$ cat config.mk
export PLATFORM = sky130hd
export DESIGN_NAME = smbus_txn_seq
export DESIGN_NICKNAME = d
export VERILOG_FILES = /design/src/rtl/smbus_txn_seq.sv
export SDC_FILE = /design/constraint.sdc
export NUM_CORES = 1
export LEC_CHECK = 0
export ABC_CLOCK_PERIOD_IN_PS = 2400
export CAP_MARGIN = 15
export CORE_MARGIN = 3
export CORE_UTILIZATION = 59
export CTS_BUF_LIST = sky130_fd_sc_hd__clkbuf_4
export CTS_CLUSTER_DIAMETER = 40
export DETAILED_ROUTE_END_ITERATION = 16
export DONT_BUFFER_PORTS = 1
export PLACE_DENSITY = 0.88
export SLEW_MARGIN = 20
export SYNTH_ARGS = -nofsm -noshare
export SYNTH_HDL_FRONTEND = slang
export SYNTH_SLANG_ARGS = --single-unit
$ cat constraint.sdc
create_clock -name clk -period 2.4 [get_ports clk]
set_input_delay 0.36 -clock clk [delete_from_list [all_inputs] [get_ports clk]]
set_output_delay 0.36 -clock clk [all_outputs]
set_load 0.02 [all_outputs]
$ cat src/rtl/smbus_txn_seq.sv
module smbus_txn_seq #(
  parameter int DEPTH = 32,
  parameter int LW    = $clog2(DEPTH + 1)
) (
  input  logic               clk,
  input  logic               rst,
  input  logic               ev_start_wr,
  input  logic               ev_start_rd,
  input  logic               ev_stop,
  input  logic               ev_nack,
  input  logic               rx_valid,
  input  logic [7:0]         rx_byte,
  input  logic               tx_req,
  input  logic [7:0]         usr_rd_data,
  input  logic               usr_rd_ok,
  output logic               rd_req,
  output logic [7:0]         tx_byte,
  output logic               quick_valid,
  output logic               quick_dir,
  output logic               wr_valid,
  output logic [LW-1:0]      wr_len,
  output logic [7:0]         wr_cmd,
  output logic [8*DEPTH-1:0] wr_buf,
  output logic [3:0]         err_flags
);
  localparam int AW = (DEPTH > 1) ? $clog2(DEPTH) : 1;
  localparam logic [LW-1:0] FULL = LW'(DEPTH);

  typedef enum logic [2:0] {S_IDLE, S_WR, S_RD, S_DONE, S_BAD} st_t;
  st_t           st;
  logic [LW-1:0] len;
  logic [7:0]    buf_q [DEPTH];

  logic ctl_ev, rx_take;
  assign ctl_ev  = ev_stop | ev_nack | ev_start_wr | ev_start_rd;
  assign rx_take = !ctl_ev && rx_valid && st == S_WR && len < FULL;
  assign rd_req  = !ctl_ev && !rx_valid && tx_req && st == S_RD;
  assign wr_cmd  = buf_q[0];

  for (genvar gi = 0; gi < DEPTH; gi++) begin : g_flat
    assign wr_buf[8*gi +: 8] = buf_q[gi];
  end

  always_ff @(posedge clk) begin
    if (rx_take) buf_q[len[AW-1:0]] <= rx_byte;
  end

  always_ff @(posedge clk) begin
    if (rst) begin
      st          <= S_IDLE;
      len         <= '0;
      quick_valid <= 1'b0;
      quick_dir   <= 1'b0;
      wr_valid    <= 1'b0;
      wr_len      <= '0;
      err_flags   <= '0;
      tx_byte     <= 8'hFF;
    end else begin
      quick_valid <= 1'b0;
      wr_valid    <= 1'b0;
      if (ev_stop) begin
        err_flags <= '0;
        if (len == '0) begin
          if (st == S_WR || st == S_RD) begin
            quick_valid <= 1'b1;
            quick_dir   <= (st == S_RD);
          end
        end else if (st == S_WR) begin
          wr_valid <= 1'b1;
          wr_len   <= len;
        end else if (st == S_RD) begin
          err_flags <= 4'b1000;
        end
        st  <= S_IDLE;
        len <= '0;
      end else if (ev_nack) begin
        if (st == S_RD) st <= S_DONE;
        else if (st != S_DONE) begin
          st <= S_BAD;
          err_flags[0] <= 1'b1;
        end
      end else if (ev_start_wr) begin
        if (st == S_IDLE) st <= S_WR;
        else begin
          st <= S_BAD;
          err_flags[0] <= 1'b1;
        end
      end else if (ev_start_rd) begin
        if (st == S_IDLE) st <= S_RD;
        else if (st == S_WR && len != '0) begin
          wr_valid <= 1'b1;
          wr_len   <= len;
          st       <= S_RD;
        end else begin
          st <= S_BAD;
          err_flags[0] <= 1'b1;
        end
      end else if (rx_valid) begin
        if (st == S_WR) begin
          if (len < FULL) len <= len + LW'(1);
          else err_flags[1] <= 1'b1;
        end else err_flags[2] <= 1'b1;
      end else if (tx_req) begin
        if (st == S_RD) tx_byte <= usr_rd_ok ? usr_rd_data : 8'hFF;
        else begin
          tx_byte <= 8'hFF;
          st <= S_BAD;
          err_flags[0] <= 1'b1;
        end
      end
    end
  end

  AST_STOP_IDLE: assert property (@(posedge clk) disable iff (rst)
    ev_stop |=> (st == S_IDLE && len == '0));
  AST_QUICK_READ: assert property (@(posedge clk) disable iff (rst)
    (ev_stop && st == S_RD && len == '0) |=> (quick_valid && quick_dir && !wr_valid));
  AST_FLUSH_ON_READ: assert property (@(posedge clk) disable iff (rst)
    (!ev_stop && !ev_nack && !ev_start_wr && ev_start_rd && st == S_WR && len != '0)
      |=> (wr_valid && st == S_RD));
  AST_NACK_DONE: assert property (@(posedge clk) disable iff (rst)
    (!ev_stop && ev_nack && (st == S_RD || st == S_DONE)) |=> st == S_DONE);
  AST_NO_OVERFLOW: assert property (@(posedge clk) disable iff (rst)
    len <= FULL);
  AST_FULL_DROP: assert property (@(posedge clk) disable iff (rst)
    (!ctl_ev && rx_valid && st == S_WR && len == FULL) |=> (err_flags[1] && len == FULL));
  AST_TX_IDLE_FF: assert property (@(posedge clk) disable iff (rst)
    (!ctl_ev && !rx_valid && tx_req && st != S_RD) |=> (tx_byte == 8'hFF && err_flags[0]));
  AST_ONE_PULSE: assert property (@(posedge clk) disable iff (rst)
    !(quick_valid && wr_valid));
endmodule

# Word level (Yosys, flattened, before mapping)
# Memory sizes are Yosys's and may differ from the RTL's.
# Index checks and enable logic that the tools add are counted.
[word_totals]
regBits = 30
ram_bits = 256
output_inout_bits = 286
wordCells = 127
mem_count = 1
[mem_list]
columns = ["memory", "words", "width", "read_ports", "rd_clocked_by_memory_dff", "wr", "line_no", "source"]
rows = [
  ["buf_q", 32, 8, 32, 0, 1, "32", "logic [7:0] buf_q [DEPTH];"],
]
[op_classes]
add_sub_neg = 1
n_lt_le_gt_ge = 1
eq_ne = 21
n_mux = 54
n_bitwise = 9
n_reduce_logical = 29
[ops]
columns = ["cell", "count"]
rows = [
  ["$mux 6", 8],
  ["$mux 3", 12],
  ["$mux 1", 25],
  ["$ne 4x4->1 const B", 5],
  ["$reduce_and 6->1", 3],
  ["$mux 8", 2],
  ["$mux 4", 3],
  ["$ne 2x2->1 const B", 5],
  ["$ne 5x5->1 const B", 2],
  ["$mux 2", 4],
  ["$reduce_and 8->1", 1],
  ["$reduce_bool 2->1", 4],
  ["$logic_and 1x1->1", 7],
  ["$reduce_and 7->1", 1],
  ["$add 6x1->6 const B", 1],
  ["$logic_not 6->1", 1],
  ["$lt 6x6->1 const B", 1],
  ["$ne 2x1->1 const B", 3],
  ["$ne 3x2->1 const B", 2],
  ["$not 1->1", 6],
  ["$reduce_bool 6->1", 1],
  ["$reduce_and 5->1", 1],
  ["$reduce_bool 5->1", 1],
  ["$reduce_and 4->1", 1],
  ["12 further kinds", 15],
]

# Depth between registers and ports, before layout
[depth]
ltp_word = 9
depth_mapped = 7
mapped_depth_nobuf = 6

# Least setup slack after synthesis
# Ideal clock, no wire load.
[synth_path]
path_type = "input to register"
startpoint = "in ev_nack"
endpoint = "mem buf_q[11][0] (enable)"
setup_ns = 0.370
t_arrival_ns = 1.978
required_time_ns = 2.030
path_slack_ns = 0.052
path_stages = 5
path_buffers = 1
path_cell_list = "clkbuf_1 -> nor4b_4 -> nor4b_4 -> nand2_4 -> nor2_1"
[synth_via]
elab_chain_len = 9
[synth_rtl]
columns = ["item", "line_no", "source"]
rows = [
  ["start: declaration", "10", "input logic ev_nack,"],
  ["$or 1x1->1 (3 in a row)", "35", "assign ctl_ev = ev_stop | ev_nack | ev_start_wr | ev_start_rd;"],
  ["$logic_not 1->1", "36", "assign rx_take = !ctl_ev && rx_valid && st == S_WR && len < FULL;"],
  ["$logic_and 1x1->1 (3 in a row)", "36", ""],
  ["$mux 1", "45", "if (rx_take) buf_q[len[AW-1:0]] <= rx_byte;"],
  ["$mux 1 (not written as such)", "45", ""],
  ["end: declaration", "32", ""],
]
# Every way passes these cells.

# Final worst setup path
[layout_path]
startpoint = "reg st[0]"
endpoint = "reg st[2]"
[layout_via]
elab_chain_len = 7
word_cells_on_any_way = 15
[layout_rtl]
columns = ["item", "line_no", "source"]
rows = [
  ["start: declaration", "30", "st_t st;"],
  ["start signal: assignment", "50", "st <= S_IDLE;"],
  ["start signal: assignment", "74", "st <= S_IDLE;"],
  ["start signal: assignment", "77", "if (st == S_RD) st <= S_DONE;"],
  ["$eq 3x1->1", "90", "else if (st == S_WR && len != '0) begin"],
  ["$logic_and 1x1->1", "90", ""],
  ["$mux 3", "90", ""],
  ["$mux 3", "89", "if (st == S_IDLE) st <= S_RD;"],
  ["$mux 3", "88", "end else if (ev_start_rd) begin"],
  ["$mux 3", "82", "end else if (ev_start_wr) begin"],
  ["$mux 3", "76", "end else if (ev_nack) begin"],
]
# Parallel ways exist; a longest one is shown, timed or not.
# A chain may end at the register's enable or synchronous reset.

==> reports/qor.txt <==
setup violation total in the final timing report -> 0
post-synthesis instance area -> 9440 um^2
diode count -> 0
share of cells above drive strength 1 -> 25.1%
Peak VDD IR -> 0.000506 V
total power density per cell area -> 849 nW/um^2
Net Switching -> 1910 uW
final clock skew -> 37.9 ps
GRT Total Usage -> 27.3%
min Tclk post-route -> 2310 ps
CTS root buf -> clkbuf_4
Clk pwr share -> 40.2%
vias -> 4929
Mapped Cells -> 467
Die H -> 132 um
routed len/inst -> 28.6 um
Sw Share -> 20.3%
Final Cycle Share -> 96.0%
CP Capture Type -> flop
largest net degree at the start of global routing -> 33
#FFs+latches synth -> 286
# rows -> 45
drt initial violations -> 394
dpl hpwl -> 14.2 mm
Cell Chain, Critical Path -> buf_4 -> or3b_1 -> a2111oi_2 -> dlygate4sd3_1 -> nand2b_1 -> and4_1
CTS tree -> done
f_max -> 0.434 GHz
leakage -> 0.00371 uW
Slew HR -> 56.2%
num ports -> 311
Int Power -> 7490 uW
Power, Total -> 9400 uW
RSZ-0062 raised after global routing -> no
residual DRC count -> 0
Clock Latency Late Sink -> 640 ps
CTS buffer count -> 66
Crit-path slowest cell -> dlygate4sd3_1
Synth Flop Type -> edfxtp_1
most frequent cells in the layout -> edfxtp_1 (256), clkbuf_4 (93), nor2_1 (43), buf_4 (36), dfxtp_1 (29)
vias in the first global route -> 4975
average vias per placed instance -> 5.89
Worst Tran Pin Value -> 655 ps
IO buf count -> 0
P&R area growth vs syn -> 17.4%
Hold Slack -> 66.7 ps
setup TNS -> 0 ps
part of the Yosys area used for sequential elements -> 87.8%
DRT Pass-1 Iters -> 5
Warnings, synthesis -> 0
Die W -> 132 um
Yosys cell types -> 46
Final Hold Fails -> 0
asr flop ratio synth -> 0%
clk slew on worst S/H paths -> 70 ps
Setup Fix Bufs, Post-CTS -> 0
clock buffer depth -> 3
slack of the worst reg-to-reg path -> 90 ps
die area -> 17500 um^2
CP Data Required Time -> 2930 ps
Finished Cell Area -> 11100 um^2
Slew Viols, Final -> 0
Sink Count -> 286
EDFF count, synth -> 256
core area -> 15400 um^2
Layout Nets -> 610
DRT Wirelength -> 23.9 mm
proportion of power drawn by combinational gates -> 2.1%
Initial Utilization -> 61.2%
first-pass GRT wire length -> 34.5 mm
Crit path arrival time -> 2840 ps
commonest non-fill, non-tap cell in the layout -> edfxtp_1
critical path's largest stage delay -> 660 ps
grt ovf -> 0
Syn Nets -> 496
H-tree depth -> 3
Worst Setup Path Type -> reg -> reg
hold crit path type -> in -> reg
Final GP Congestion -> 0.863
Startpoint Class -> flop
syn_area_per_cell -> 20.2 um^2
Flop pwr share -> 57.7%
status -> completed
crit path max fanout -> 10
max cap viols -> 0
DRT antenna net count -> 0
Post-Place Cell Area -> 9840 um^2
antenna violations before repair -> 0
[cells by family after synthesis]
kind of cell | synth area share (%)
flops | 87.8
mux | 0.743
xor+xnor | 0.278
simple gates | 7.29
buf+inv | 1.48
fa+ha+maj | 0.530
compound gates | 1.84
[final cells by class]
class / count / area (um^2)
clock buffer: 93 / 698
clock inverter: 20 / 133
fill: 922 / 4350
inverter: 2 / 7.51
multi-input combinational: 157 / 1010
sequential: 286 / 8290
tap: 211 / 264
timing repair buffer: 68 / 671
[worst paths after layout]
kind | from | endpoint | cells after the start
max reg2reg | st[0] | st[2] | 6
min reg2reg | len[1] | len[1] | 2
min | ev_start_rd | len[1] | 4
max | st[0] | st[2] | 6
[power groups by stage]
stage	Clock, uW	Combinational, uW	Sequential (uW)
2_1_floorplan	0	46.2	5530
6_report	3780	195	5420
3_3_place_gp	0	37.8	5530
4_1_cts	3770	193	5420
3_5_place_dp	0	39.9	5530
5_1_grt	4180	206	5420
[through the flow]
stage / utilization [%] / setup WS (ps) / instances
3_3_place_gp: 63.8 / 281 / 692
4_1_cts: 71.8 / 89.9 / 837
2_1_floorplan: - / 52.1 / 467
3_5_place_dp: 63.8 / 200 / 692
5_1_grt: 71.8 / 35.5 / 837
6_report: 71.8 / 94.8 / 837
[cells in the mapped netlist, types with 3 or more instances]
cell,n,area share [%]
mux2i_1,7,0.74
nand2_4,4,0.48
edfxtp_1,256,81
nand3b_1,3,0.24
ha_1,4,0.53
a21oi_1,8,0.42
dfxtp_1,30,6.4
clkbuf_1,10,0.40
nor2b_1,3,0.20
and2_1,3,0.20
nand3_1,6,0.32
nand2_1,8,0.32
buf_4,9,0.72
nand2b_1,22,1.5
o22ai_1,8,0.53
nor2_1,43,1.7
nor4_1,4,0.27
[routing by layer]
layer | vias up | GRT usage (%) | wire, um
met3 | 49 | 9.47 | 2300
met2 | 358 | 47.5 | 12700
li1 | 2053 | - | -
met5 | - | 0 | 0
met1 | 2469 | 31.3 | 8170
met4 | 0 | 10.5 | 724
[sequential cells by signal, indices dropped and copies added, names as in the netlist]
name,flops
len,6
tx_byte,8
wr_valid,1
st,3
err_flags,4
wr_len,6
quick_dir,1
quick_valid,1
buf_q,256
[critical path: cells and delay by family (launching register included)]
kind,cells,cell delay (ps)
AO/OA/AOI/OAI,1,350
AND/OR/NAND/NOR,3,710
buffers and inverters,2,820
flip-flops,1,320
[timing repair]
action	CTS	global route
hold endpoints to repair	282	0
endpoints found under the setup margin	0	3
hold buffers	32	0
gates resized for setup	0	2
Power figures use the tool's default switching activity.
